==> src/rtl/timer_pair.sv <==
module timer_pair #(
  parameter int PRESCALE = 12
) (
  input  logic       clk,
  input  logic       rst_n,
  input  logic       wr_en,
  input  logic [2:0] wr_addr,
  input  logic [7:0] wr_data,
  input  logic [2:0] rd_addr,
  output logic [7:0] rd_data,
  input  logic [1:0] cnt_pin,
  input  logic [1:0] gate_pin,
  input  logic [1:0] ack,
  output logic [1:0] ovf
);
  localparam int PW = (PRESCALE > 1) ? $clog2(PRESCALE) : 1;

  logic [PW-1:0] pre;
  logic [7:0] cfg, lo0, hi0, lo1, hi1;
  logic [7:0] lo0_n, hi0_n, lo1_n, hi1_n;
  logic [1:0] run, flag, smp, en, ev;
  logic [16:0] r0, r1;
  logic tick, split, set0, set1, wr_ctl;

  function automatic logic [16:0] step(input logic [1:0] m, input logic [7:0] lo, input logic [7:0] hi);
    logic [13:0] s13;
    logic [16:0] s16;
    s13 = {1'b0, hi, lo[4:0]} + 14'd1;
    s16 = {1'b0, hi, lo} + 17'd1;
    case (m)
      2'd0:    step = {s13[13], s13[12:5], lo[7:5], s13[4:0]};
      2'd1:    step = s16;
      2'd2:    step = (lo == 8'hFF) ? {1'b1, hi, hi} : {1'b0, hi, lo + 8'd1};
      default: step = {1'b0, hi, lo};
    endcase
  endfunction

  assign tick   = (pre == PW'(PRESCALE - 1));
  assign split  = (cfg[1:0] == 2'd3);
  assign wr_ctl = wr_en && (wr_addr == 3'd1);
  assign en     = run & (~{cfg[7], cfg[3]} | gate_pin);
  assign ev     = {2{tick}} & en & (~{cfg[6], cfg[2]} | (smp & ~cnt_pin));
  assign ovf    = flag;

  always_comb begin
    r0 = step(cfg[1:0], lo0, hi0);
    r1 = step(cfg[5:4], lo1, hi1);
    lo0_n = lo0; hi0_n = hi0; lo1_n = lo1; hi1_n = hi1;
    set0 = 1'b0; set1 = 1'b0;
    if (split) begin
      if (ev[0]) begin
        lo0_n = lo0 + 8'd1;
        set0  = (lo0 == 8'hFF);
      end
      if (tick && run[1]) begin
        hi0_n = hi0 + 8'd1;
        set1  = (hi0 == 8'hFF);
      end
    end else if (ev[0]) begin
      {set0, hi0_n, lo0_n} = r0;
    end
    if (ev[1]) begin
      lo1_n = r1[7:0];
      hi1_n = r1[15:8];
      if (!split) set1 = r1[16];
    end
  end

  always_comb begin
    case (rd_addr)
      3'd0:    rd_data = cfg;
      3'd1:    rd_data = {4'b0, flag, run};
      3'd2:    rd_data = lo0;
      3'd3:    rd_data = hi0;
      3'd4:    rd_data = lo1;
      3'd5:    rd_data = hi1;
      default: rd_data = 8'd0;
    endcase
  end

  always_ff @(posedge clk or negedge rst_n) begin
    if (!rst_n) begin
      pre  <= '0;
      smp  <= 2'b00;
      cfg  <= 8'd0;
      run  <= 2'b00;
      flag <= 2'b00;
      lo0  <= 8'd0;
      hi0  <= 8'd0;
      lo1  <= 8'd0;
      hi1  <= 8'd0;
    end else begin
      pre <= tick ? '0 : pre + 1'b1;
      if (tick) smp <= cnt_pin;
      if (wr_en && wr_addr == 3'd0) cfg <= wr_data;
      if (wr_ctl) run <= wr_data[1:0];
      flag <= (flag & ~ack & ~(wr_ctl ? wr_data[3:2] : 2'b00)) | {set1, set0};
      lo0 <= (wr_en && wr_addr == 3'd2) ? wr_data : lo0_n;
      hi0 <= (wr_en && wr_addr == 3'd3) ? wr_data : hi0_n;
      lo1 <= (wr_en && wr_addr == 3'd4) ? wr_data : lo1_n;
      hi1 <= (wr_en && wr_addr == 3'd5) ? wr_data : hi1_n;
    end
  end
endmodule


==> config.mk <==
export PLATFORM = sky130hd
export DESIGN_NAME = timer_pair
export DESIGN_NICKNAME = d
export VERILOG_FILES = /design/src/rtl/timer_pair.sv
export SDC_FILE = /design/constraint.sdc
export NUM_CORES = 1
export LEC_CHECK = 0
export ABC_AREA = 1
export BUFFER_PORTS_ARGS = -buffer_cell sky130_fd_sc_hd__clkbuf_2
export CAP_MARGIN = 20
export CORE_UTILIZATION = 56
export CTS_CLUSTER_DIAMETER = 50
export DETAILED_ROUTE_END_ITERATION = 10
export GPL_ROUTABILITY_DRIVEN = 1
export PLACE_DENSITY = 0.78
export SYNTH_ARGS = -nofsm -noshare
export SYNTH_HDL_FRONTEND = slang
export SYNTH_SLANG_ARGS = --single-unit
==> constraint.sdc <==
create_clock -name clk -period 1.7 [get_ports clk]
set_input_delay 0.17 -clock clk [delete_from_list [all_inputs] [get_ports clk]]
set_output_delay 0.17 -clock clk [all_outputs]
set_load 0.02 [all_outputs]
Word level (Yosys, flattened, before mapping). Index checks and enable logic that the tools add are counted.

Shifts and indexed selects: 0. Bitwise gates (word level): 14. Eq/ne operators: 24. Magnitude comparators: 0. Reductions and logical operators: 27. Mux-type cells: 26. Divide/modulo/power cells: 0. Multipliers: 0. Add/sub/neg operators: 8.

Operators by type and width (number): $pmux W17 S3 (2); $mux W8 (12); $pmux W8 S6 (1); $add A16 B1 Y17 const B (2); $mux W17 (2); $add A13 B1 Y14 const B (2); $add A8 B1 Y8 const B (3); $eq A8 B8 Y1 const B (3); $and A2 B2 Y2 (6); $eq A3 B2 Y1 const B (4); $eq A3 B3 Y1 const B (4); $reduce_bool A4 Y1 (3); $not A2 Y2 (5); $reduce_and A3 Y1 (3); $reduce_bool A3 Y1 (3); $logic_and A1 B1 Y1 (7); $mux W1 (7); $eq A2 B2 Y1 const B (3); $eq A3 B1 Y1 const B (2); $logic_not A3 Y1 (2); $ne A3 B3 Y1 const B (2); $or A2 B2 Y2 (3); $reduce_bool A2 Y1 (3); $reduce_bool A5 Y1 (1); 10 further kinds (14).

Input port bits: 23. Memories: 0. Output and inout port bits: 10. Bits in writable memories: 0. Bits in latches: 0. Logic and storage cells: 110. Register bits after elaboration: 50. ROM bits: 0.

Depth between registers and ports, before layout.
Word-level depth: 8. Mapped depth: 12. Mapped depth without buffers: 11.

Least setup slack after synthesis. No wires, ideal clock.

Path kind: register to register. From: reg cfg[4]. To: reg lo1[4]. Required time: 1.584 ns. Library setup time: 0.116 ns. Stages on the path, launching flop included: 12. Data arrival time: 1.486 ns. Clock period less this slack: 1.603 ns. Path buffers: 1. Setup slack: 0.097 ns. Cells stage by stage: dfrtp_1 > inv_1 > ha_1 > buf_2 > nor2_1 > nand3_1 > nand2_1 > inv_1 > nand2_1 > inv_1 > nand2_1 > nand2_1.

Longest elaborated chain between the ends: 4. Elaborated cells on any way between the ends: 8. Classes of those cells: eq/ne: 2; mux: 3; reduce/logical: 3.

Ends and longest elaborated chain: from (decl) (RTL line 19) `logic [7:0] cfg, lo0, hi0, lo1, hi1;`; from (signal assigned) (RTL line 95) `if (wr_en && wr_addr == 3'd0) cfg <= wr_data;`; $eq A2 B2 Y1 (tied with other cells) (RTL line 30) `case (m)`; $pmux W17 S3 (RTL line 30); $mux W8 (RTL line 62) `if (ev[1]) begin`; $mux W8 (RTL line 100) `lo1 <= (wr_en && wr_addr == 3'd4) ? wr_data : lo1_n;`; to (signal assigned) (RTL line 100); to (decl) (RTL line 19).

Several ways; a longest one is shown, not always the timed one. The select of a mux whose other input is x is not followed. A chain may end at the register's enable or synchronous reset.

Worst setup path in the final report.
From: reg pre[0]. To: reg hi0[2].

Longest elaborated chain between the ends: 5. Elaborated cells on any way between the ends: 7. Classes of those cells: eq/ne: 2; bitwise: 2; reduce/logical: 3.

Ends and longest elaborated chain: from (decl) (RTL line 18) `logic [PW-1:0] pre;`; from (signal assigned) (RTL line 93) `pre <= tick ? '0 : pre + 1'b1;`; $eq A4 B4 Y1 * (RTL line 38) `assign tick = (pre == PW'(PRESCALE - 1));`; $and A2 B2 Y2 (2 in series) (RTL line 42) `assign ev = {2{tick}} & en & (~{cfg[6], cfg[2]} | (smp & ~cnt_pin));`; $reduce_bool A3 Y1 (no line); $reduce_and A4 Y1 (no line) *; to (signal assigned) (RTL line 99) `hi0 <= (wr_en && wr_addr == 3'd3) ? wr_data : hi0_n;`; to (decl) (RTL line 19).

Mark *: on every way between the ends. The rest lies on a longest branch, timed or not.

==> impl_metrics.ini <==
[place]
post-place-ws_ns = -0.0547
gp_congestion = 0.989
dp_hpwl_um = 12400
place.port_buffers = 32

[floorplan]
die_w_um = 91.6
start_util = 0.579
core_region_area_um2 = 7770
rows = 32
pin_count = 33
dieArea_um2 = 8400
fp.dieH_um = 91.6

[final_layout]
drive_above_1_share = 0.257
final_cell_mix = 216 x nand2_1, 99 x nand3_1, 92 x inv_1
fin_nets = 871
utilization = 0.729
final_common_cell = nand2_1
syn_to_final_growth_pct = 25.8

[setup_path]
timing.critical_path.required_ns = 1.92
critPathBufInv = 2
crit_family = simple AND/OR/NAND/NOR gates
cp_cell_sequence = ha_2 > nand4_1 > buf_4 > a21oi_4 > nand2_4 > nand3_1 > nand2_1 > inv_1 > nand2_1
start_kind = flop
path_common_cell = nand2_1
r2r_start = pre[0]
path_class = flop to flop
slowest_stage = dfrtp_1
r2r_end = hi0[2]
crit_path_max_fanout = 9
r2r_slack_ns = -0.02
arrival_ns = 1.93
max_stage_delay_ns = 0.37
rr_worst_depth = 9
cp-end-kind = flop
path_depth = 9

[synthesis]
synth_cells = 732
synth.area.mux_share = 0
synth_nets = 768
ys_seq_elements = 50
yosys.area_share.simple = 0.417
synthXorXnorAreaFrac = 0.0136
seq_area_frac_synth = 0.278
synthAdderAreaFrac = 0.0362
syn_area_um2 = 4500
synth_compound_area_frac = 0.142
yosys_warnings = 0
syn_avg_cell_area_um2 = 6.15
synth_top_family_by_area = simple AND/OR/NAND/NOR gates
synth.distinct_cells = 34

[clocking]
cts.clk_slew.worst_paths_ns = 0.11
cts.sinks = 50
clockRootBuffer = clkbuf_8
htreeDepth = 2
cts_made_buffers = 5
cts_tree = built
clockBufferDepth = 2
clk_latency_ns = 0.31

[timing]
fin_crit_sh = 1.01
setup_viol_count_final = 1
period_needed_ns = 1.72
slew_headroom = 0.606
slew_violations = 0
fmaxAchievable_ghz = 0.583
hold_viol_final = 0
skew_ns = 0.00989
rsz0062_at_grt = true
postLayoutSetupSlackWorst_ns = -0.0152
tightest_slew_ns = 0.590

[global_routing]
grt_pass1_wl_um = 26100
grt_pass1_vias = 5282
grt.total_usage = 0.401
grt_overflow = 0
grt_max_degree = 36
grt_antenna_before_repair = 0

[power_and_ir_drop]
power_density_nw_per_um2 = 1100
p_leak_uw = 0.00296
ir_drop_mv = 0.509
finalPower_uw = 6230

[detailed_routing]
drcViolationCount = 0
dr.first_iter.drc_count = 576
via_per_inst = 5.97
wl_per_cell_um = 17.6
first_pass_iters = 6
finalWirelength_um = 16600
ant_nets = 0
via_count = 5610

[run_status]
violations = negative setup slack
outcome = finished, violations left

[worst_hold_path]
hold_class = input port to flop
min-delay-start = cnt_pin[0]
min_path_cells = 3
hold_end = smp[0]

[job]
drv_cap = 0
==> per-layer routing <==
layer	up-vias	GRT usage	share of wire
met5	-	0	0
met4	0	0.233	0.057
met3	82	0.0564	0.097
met2	374	0.672	0.46
met1	2575	0.493	0.38
li1	2579	-	-
==> final cells by class <==
type                       count  area (um^2)
clock inverter                 2         12.5
tap                          102          128
timing repair buffer         112          820
clock buffer                   6         82.6
sequential                    50         1260
multi-input combinational    554         2920
antenna                        1         2.50
fill                         659         2110
inverter                     112          430
==> Yosys cell counts, drive strengths merged <==
| library cell | count | area, um^2 |
|---|---|---|
| nand2 | 234 | 903 |
| inv | 111 | 417 |
| nand3 | 105 | 536 |
| nor2 | 65 | 314 |
| o21ai | 58 | 298 |
| dfrtp | 50 | 1250 |
| a21oi | 20 | 108 |
| o22ai | 15 | 93.8 |
| ha | 13 | 163 |
| nand4 | 12 | 75.1 |
| buf | 10 | 67.6 |
| clkbuf | 6 | 22.5 |
| nor3 | 6 | 40.0 |
| xor2 | 6 | 52.6 |
| a22oi | 5 | 37.5 |
| o211ai | 5 | 37.5 |
| o21bai | 4 | 30.0 |
| o221ai | 2 | 17.5 |
| a211o | 1 | 8.76 |
| a221oi | 1 | 8.76 |
| clkinv | 1 | 3.75 |
| or2 | 1 | 6.26 |
| xnor2 | 1 | 8.76 |
==> cells by family (layout without fill, tap and decap cells) <==
logic type | count (synthesis) | count (layout)
XOR/XNOR | 7 | 7
AND/OR/NAND/NOR | 423 | 423
other | 0 | 1
AO/OA/AOI/OAI | 111 | 111
buffers and inverters | 128 | 232
adder cells (fa/ha/maj) | 13 | 13
flip-flops | 50 | 50
==> worst register-to-register path: stages, from the launching register on <==
cell and delay (ns):
dfrtp_1 0.37, ha_2 0.18, nand4_1 0.21, buf_4 0.22, a21oi_4 0.20, nand2_4 0.13, nand3_1 0.12, nand2_1 0.08
inv_1 0.07, nand2_1 0.05
==> how the worst max path moves through the flow <==
stage	slack, ns	from	endpoint
floorplan	0.1	cfg[4]	lo1[4]
global placement	-0.02	cfg[0]	hi0[7]
detailed placement	-0.05	cfg[0]	hi0[2]
CTS	0.002	lo0[0]	lo0[2]
global route	-0.06	pre[0]	hi0[7]
finish	-0.02	pre[0]	hi0[2]
==> report_power, final <==
group          leakage [uW]  internal (uW)  switching [uW]  total (uW)
combinational       0.00230           1420            2110        3530
sequential         0.000620           1510             415        1930
clock             0.0000472            329             450         779
==> state kept, by name (all words and copies together) (netlist names) <==
signal / count
cfg: 8
hi0: 8
hi1: 8
lo0: 8
lo1: 8
ovf: 2
pre: 4
run: 2
smp: 2
==> stage by stage <==
| step | cell area, um^2 | hold WS [ns] | instances | setup TNS [ns] |
|---|---|---|---|---|
| 2_1_floorplan | 4500 | -0.126 | 732 | 0 |
| 3_3_place_gp | 5170 | 0.134 | 910 | -0.0252 |
| 3_5_place_dp | 5170 | 0.140 | 910 | -0.324 |
| 4_1_cts | 5360 | 0.102 | 924 | 0 |
| 5_1_grt | 5660 | 0.127 | 938 | -0.311 |
| 6_report | 5660 | 0.104 | 939 | -0.0152 |
==> repair_timing <==
action	4_1_cts	5_1_grt
gates cloned	0	0
setup buffers	5	14
setup endpoints to repair	16	39
hold buffers	1	0
pin swaps	4	14
gates resized for setup	23	73
endpoints found under the hold margin	15	0
Power figures use the tool's default switching activity.
